File: src/rtl/fpg_pkg.sv
// Package: shared region encoding for the flash partition guard.
// Assumes the encoding is visible at the top ports, so the values are fixed.
package fpg_pkg;
    typedef enum logic [1:0] {
        REG_BOOT = 2'b00,
        REG_CODE = 2'b01,
        REG_DATA = 2'b10,
        REG_EEP  = 2'b11
    } region_e;
endpackage

File: src/rtl/fpg_region_dec.sv
// Region decoder: maps a flash byte address to boot, code or data using
// two page-granular limits. Purely combinational.
// Assumes a page is 2**PAGE_SHIFT bytes and that the limits count pages.
module fpg_region_dec
    import fpg_pkg::*;
#(
    parameter int ADDR_W     = 16,
    parameter int CFG_W      = 8,
    parameter int PAGE_SHIFT = 8
) (
    input  logic [ADDR_W-1:0] addr_i,
    input  logic [CFG_W-1:0]  boot_end_i,
    input  logic [CFG_W-1:0]  code_end_i,
    output region_e           region_o
);
    localparam int PAGE_W = ADDR_W - PAGE_SHIFT;
    localparam int CMP_W  = (PAGE_W > CFG_W) ? PAGE_W : CFG_W;

    logic [CMP_W-1:0] page_x, boot_x, code_x;

    assign page_x = CMP_W'(addr_i[ADDR_W-1:PAGE_SHIFT]);
    assign boot_x = CMP_W'(boot_end_i);
    assign code_x = CMP_W'(code_end_i);

    // Compare the page number against both limits; zero boot limit means all boot.
    always_comb begin
        if (boot_x == '0 || page_x < boot_x) begin
            region_o = REG_BOOT;
        end else if (code_x > boot_x && page_x < code_x) begin
            region_o = REG_CODE;
        end else begin
            region_o = REG_DATA;
        end
    end
endmodule

File: src/rtl/fpg_lock_regs.sv
// Lock registers: two set-only bits that only a reset clears.
// Assumes set requests are single-cycle or level; either way the bit sticks.
module fpg_lock_regs (
    input  logic clk,
    input  logic rst_n,
    input  logic set_code_i,
    input  logic set_boot_i,
    output logic code_wp_o,
    output logic boot_lock_o
);
    // Accumulate set requests; reset is the only way back to zero.
    always_ff @(posedge clk) begin
        if (!rst_n) begin
            code_wp_o   <= 1'b0;
            boot_lock_o <= 1'b0;
        end else begin
            code_wp_o   <= code_wp_o | set_code_i;
            boot_lock_o <= boot_lock_o | set_boot_i;
        end
    end

    assert_code_wp_sticky_R10: assert property (@(posedge clk) disable iff (!rst_n)
        code_wp_o |=> code_wp_o);
    assert_boot_lock_sticky_R11: assert property (@(posedge clk) disable iff (!rst_n)
        boot_lock_o |=> boot_lock_o);
    assert_code_wp_only_by_set_R10: assert property (@(posedge clk) disable iff (!rst_n)
        (!code_wp_o && !set_code_i) |=> !code_wp_o);
endmodule

File: src/rtl/fpg_permit.sv
// Permission logic: decides whether the current request may proceed from the
// target region, the executing region and the lock state. Combinational.
// Assumes EEPROM is never affected by the flash locks.
module fpg_permit
    import fpg_pkg::*;
(
    input  logic    valid_i,
    input  logic    write_i,
    input  logic    eeprom_i,
    input  region_e tgt_i,
    input  region_e pc_i,
    input  logic    code_wp_i,
    input  logic    boot_lock_i,
    output logic    wr_ok_o,
    output logic    rd_ok_o,
    output logic    refuse_o
);
    logic write_allowed;
    logic read_allowed;

    // Write privilege: boot > code > data, boot region never writable.
    always_comb begin
        write_allowed = 1'b0;
        if (eeprom_i) begin
            write_allowed = (pc_i != REG_DATA);
        end else begin
            unique case (tgt_i)
                REG_CODE: write_allowed = (pc_i == REG_BOOT) && !code_wp_i;
                REG_DATA: write_allowed = (pc_i == REG_BOOT) || (pc_i == REG_CODE);
                default:  write_allowed = 1'b0;
            endcase
        end
    end

    // Read and fetch gating: only boot reads under boot lock are refused.
    always_comb begin
        read_allowed = !(!eeprom_i && tgt_i == REG_BOOT && boot_lock_i);
    end

    // Split the verdict into the three mutually exclusive outcomes.
    always_comb begin
        wr_ok_o  = valid_i &&  write_i && write_allowed;
        rd_ok_o  = valid_i && !write_i && read_allowed;
        refuse_o = valid_i && (write_i ? !write_allowed : !read_allowed);
    end
endmodule

File: src/rtl/flash_part_guard.sv
// Top: flash section partition and write guard. Decodes the target and the
// executing region, holds the sticky locks and registers one verdict per request.
// Assumes the PC and access addresses are byte addresses in the same flash space.
module flash_part_guard
    import fpg_pkg::*;
#(
    parameter int ADDR_W     = 16,
    parameter int CFG_W      = 8,
    parameter int PAGE_SHIFT = 8
) (
    input  logic              clk,
    input  logic              rst_n,
    input  logic [CFG_W-1:0]  boot_end_i,
    input  logic [CFG_W-1:0]  code_end_i,
    input  logic [ADDR_W-1:0] pc_addr_i,
    input  logic              acc_valid_i,
    input  logic              acc_write_i,
    input  logic              acc_eeprom_i,
    input  logic [ADDR_W-1:0] acc_addr_i,
    input  logic              lock_code_set_i,
    input  logic              lock_boot_set_i,
    output logic [1:0]        acc_region_o,
    output logic              wr_permit_o,
    output logic              rd_permit_o,
    output logic              violation_o,
    output logic              code_wp_o,
    output logic              boot_lock_o
);
    localparam int N_DEC = 2;

    logic [ADDR_W-1:0] dec_addr [N_DEC];
    region_e           dec_reg  [N_DEC];
    region_e           tgt_region, pc_region, rep_region;
    logic              wr_ok, rd_ok, refuse;

    assign dec_addr[0] = acc_addr_i;
    assign dec_addr[1] = pc_addr_i;

    // One decoder for the target address and one for the program counter.
    for (genvar g = 0; g < N_DEC; g++) begin : g_dec
        fpg_region_dec #(
            .ADDR_W(ADDR_W), .CFG_W(CFG_W), .PAGE_SHIFT(PAGE_SHIFT)
        ) dec_i (
            .addr_i(dec_addr[g]), .boot_end_i(boot_end_i),
            .code_end_i(code_end_i), .region_o(dec_reg[g])
        );
    end

    assign tgt_region = dec_reg[0];
    assign pc_region  = dec_reg[1];

    fpg_lock_regs lock_i (
        .clk(clk), .rst_n(rst_n),
        .set_code_i(lock_code_set_i), .set_boot_i(lock_boot_set_i),
        .code_wp_o(code_wp_o), .boot_lock_o(boot_lock_o)
    );

    fpg_permit permit_i (
        .valid_i(acc_valid_i), .write_i(acc_write_i), .eeprom_i(acc_eeprom_i),
        .tgt_i(tgt_region), .pc_i(pc_region),
        .code_wp_i(code_wp_o), .boot_lock_i(boot_lock_o),
        .wr_ok_o(wr_ok), .rd_ok_o(rd_ok), .refuse_o(refuse)
    );

    // Region to report: EEPROM overrides, idle reports boot encoding.
    always_comb begin
        if (!acc_valid_i)      rep_region = REG_BOOT;
        else if (acc_eeprom_i) rep_region = REG_EEP;
        else                   rep_region = tgt_region;
    end

    // Register the verdict so every output changes one edge after the request.
    always_ff @(posedge clk) begin
        if (!rst_n) begin
            acc_region_o <= 2'b00;
            wr_permit_o  <= 1'b0;
            rd_permit_o  <= 1'b0;
            violation_o  <= 1'b0;
        end else begin
            acc_region_o <= rep_region;
            wr_permit_o  <= wr_ok;
            rd_permit_o  <= rd_ok;
            violation_o  <= refuse;
        end
    end

    assert_boot_write_refused_R6: assert property (@(posedge clk) disable iff (!rst_n)
        (acc_valid_i && acc_write_i && !acc_eeprom_i && tgt_region == REG_BOOT)
        |=> (violation_o && !wr_permit_o));
    assert_data_pc_no_write_R9: assert property (@(posedge clk) disable iff (!rst_n)
        (acc_valid_i && acc_write_i && pc_region == REG_DATA) |=> violation_o);
    assert_boot_lock_read_R11: assert property (@(posedge clk) disable iff (!rst_n)
        (acc_valid_i && !acc_write_i && !acc_eeprom_i && boot_lock_o
         && tgt_region == REG_BOOT) |=> (violation_o && !rd_permit_o));
    assert_one_verdict_R12: assert property (@(posedge clk) disable iff (!rst_n)
        acc_valid_i |=> $countones({wr_permit_o, rd_permit_o, violation_o}) == 1);
    assert_idle_quiet_R12: assert property (@(posedge clk) disable iff (!rst_n)
        !acc_valid_i |=> !(wr_permit_o || rd_permit_o || violation_o));
endmodule

File: config.mk
export PLATFORM = sky130hd
export DESIGN_NAME = flash_part_guard
export DESIGN_NICKNAME = d
export VERILOG_FILES = /design/src/rtl/fpg_pkg.sv /design/src/rtl/fpg_region_dec.sv /design/src/rtl/fpg_lock_regs.sv /design/src/rtl/fpg_permit.sv /design/src/rtl/flash_part_guard.sv
export SDC_FILE = /design/constraint.sdc
export NUM_CORES = 1
export LEC_CHECK = 0
export BUFFER_PORTS_ARGS = -buffer_cell sky130_fd_sc_hd__buf_2
export CORE_MARGIN = 2
export CORE_UTILIZATION = 30
export DETAILED_ROUTE_END_ITERATION = 12
export HOLD_SLACK_MARGIN = 0.02
export PLACE_DENSITY_LB_ADDON = 0.2
export REMOVE_ABC_BUFFERS = 1
export SLEW_MARGIN = 20
export SYNTH_ARGS = -nofsm -noshare
export SYNTH_HDL_FRONTEND = slang
export SYNTH_SLANG_ARGS = --single-unit
File: constraint.sdc
create_clock -name clk -period 1.5 [get_ports clk]
set_input_delay 0 -clock clk [delete_from_list [all_inputs] [get_ports clk]]
set_output_delay 0 -clock clk [all_outputs]
set_load 0.01 [all_outputs]
==> qor.yml <==
status: "complete, but fails checks"
violations: "negative setup slack"
clock-root-buffer: "clkbuf_8"
path_class: "in2reg"
grt_pass1_vias: 1314
rsz0062_at_grt: "yes"
drtIter0Drc: 27
num_antenna_cells: 0
p_int_w: 0.000655
final_common_cell: "buf_2"
p_per_area_nw_per_um2: 511
grt.total_usage: 0.170
vias: 1330
final_antenna_net_count: 0
ir_drop_v: 0.000360
fin_ws_ps: -31.4
yosys_warnings: 0
cp.arrival_ps: 1680
cts_tree: "yes"
syn_area_sq_um: 1190
cts_max_level: 1
hold_viol: 0
dp_hpwl_mm: 2.98
clock-sinks: 7
tightestPinTransition_ps: 300
routed_wl_mm: 3.68
ys_seq_area_frac: 0.118
synth.ff_latch_count: 7
ios: 62
routabilityCongestion: 0.852
grt_max_degree: 8
cp-end-kind: "register"
hold_class: "in2reg"
timing.max_cap.violations: 0
slew_headroom: 0.799
grt-ovfl-total: 0
fp.dieH_microns: 66.9
post_drt_wl_per_cell_microns: 13.8
nets: 310
dr.pass1.iters: 4
drc: 0
max_stage_delay_ps: 480
num_rows: 22
synthToLayoutAreaGrowth_pct: 65.4
slowest_stage: "or4_1"
whs_ps: 24.9
leakage_nw: 0.938
p_comb_frac: 0.536
worstSkewPairLatency_ps: 230
switching_share: 0.346
clock.fmax_mhz: 653
synthCells: 143
final_cell_mix: "buf_2 (44), ha_1 (24), buf_4 (19)"
grt_pass1_wl_mm: 5.83
via_per_inst: 5.00
antenna_found_initial: 0
skew_ps: 0.661
start_util: 0.317
die_w_microns: 66.9
maxSlewViolCount: 0
synthArstFlopShare: 0
power.total_w: 0.00100
core_area_sq_um: 3740
synth_cell_type_count: 38
synth_edf_count: 0
cts_max_path_buffers: 2
path_clk_slew_ps: 40
worstSetupStartpointType: "primary input"
seq_power_share: 0.202
setup_viol: 1
n_fill_cell: 365
fin_crit_ps: 1530
cp_cell_sequence: "buf_2 > inv_2 > ha_4 > a2111oi_4 > o311a_2 > o21ai_2 > or4_1 > a31oi_1"
cts_buffers: 3
drive_above_1_share: 0.505
cp_max_fo: 2
ys.flop_type: "dfxtp_1"
p_clk_frac: 0.262
fp.dieArea_sq_um: 4480
cp.required_ps: 1650
p_switching_w: 0.000347
syn_area_per_cell_sq_um: 8.30
numPortBuffers: 45
period_share: 1.02
==> power by group through the flow <==
stage	Combinational [W]	Sequential, W	Clock (W)
finish	0.000538	0.000202	0.000263
global placement	0.000411	0.000205	0
global route	0.000605	0.000203	0.000279
CTS	0.000488	0.000203	0.000265
floorplan	0.000232	0.000211	0
detailed placement	0.000423	0.000206	0
==> sequential cells by signal, indices dropped and copies added, names as in the netlist <==
signal	cells
acc_region_o	2
lock_i.boot_lock_o	1
lock_i.code_wp_o	1
rd_permit_o	1
violation_o	1
wr_permit_o	1
==> worst max-delay path: cells and delay by family <==
kind                       cells  cell delay (ps)
adders and majority gates      1              200
and+or+nand+nor                1              480
buffers and inverters          2              210
AOI/OAI and AO/OA              4              780
==> path summary, 6_finish.rpt <==
check / depth (start not counted) / start / to / slack, ps
max: 8 / code_end_i[1] / wr_permit_o$_SDFF_PN0_ / -30
min: 2 / acc_write_i / rd_permit_o$_SDFF_PN0_ / 20
max reg2reg: 3 / lock_i.code_wp_o$_SDFF_PN0_ / wr_permit_o$_SDFF_PN0_ / 110
min reg2reg: 2 / lock_i.boot_lock_o$_SDFF_PN0_ / rd_permit_o$_SDFF_PN0_ / 620
==> through the flow <==
| step | TNS [ps] | cells | worst slack (ps) | area (sq um) | util |
|---|---|---|---|---|---|
| finish | -31.4 | 266 | -31.4 | 1960 | 0.525 |
| global route | -202 | 266 | -110 | 1960 | 0.525 |
| CTS | 0 | 266 | 4.26 | 1850 | 0.493 |
| detailed placement | -863 | 257 | -355 | 1630 | 0.435 |
| global placement | -812 | 257 | -308 | 1630 | 0.435 |
| floorplan | -139 | 143 | -114 | 1190 | - |
==> layer usage <==
metal	vias to the layer above	wire, microns	track usage
met5	-	0	0
met4	0	31	0.0306
met3	4	110	0.0270
met2	25	1900	0.306
met1	607	1640	0.212
li1	694	-	-
==> area by class of cell <==
| cell class | count | area [sq um] | share of cell area |
|---|---|---|---|
| Multi-Input combinational cell | 120 | 1210 | 0.615 |
| Timing Repair Buffer | 71 | 448 | 0.228 |
| Sequential cell | 7 | 140 | 0.0713 |
| Inverter | 16 | 62.6 | 0.0318 |
| Tap cell | 48 | 60.1 | 0.0306 |
| Clock buffer | 4 | 45.0 | 0.0229 |
==> synth_stat cells (all sizes together) (2+ instances only) <==
library cell,n,share of area
nand2b,5,0.026
a2111o,2,0.019
nor4,3,0.016
o21a,3,0.019
o211ai,3,0.019
nand2,9,0.028
o21ai,7,0.042
inv,16,0.051
nor3,3,0.013
ha,36,0.38
a211oi,2,0.013
dfxtp,7,0.12
or2,3,0.016
nor2b,3,0.016
nor2,5,0.016
a21oi,13,0.058
nand3,2,0.0084
nand4,4,0.021
a31oi,3,0.016
==> cell families after synthesis <==
kind of cell | after synthesis | synth area share
adders and majority gates | 36 | 0.379
DFF | 7 | 0.118
and+or+nand+nor | 42 | 0.192
buffers and inverters | 16 | 0.0506
AOI/OAI and AO/OA | 42 | 0.260
==> what timing repair did <==
item / in CTS / in global routing
resized for setup: 22 / 23
buffers inserted: 1 / 0
pin swaps: 16 / 12
endpoints found under the setup margin: 2 / 3
endpoints found under the hold margin: 2 / 0
hold buffers: 4 / 0
gates cloned: 0 / 0
No activity file was read; power rests on OpenSTA's default activity.
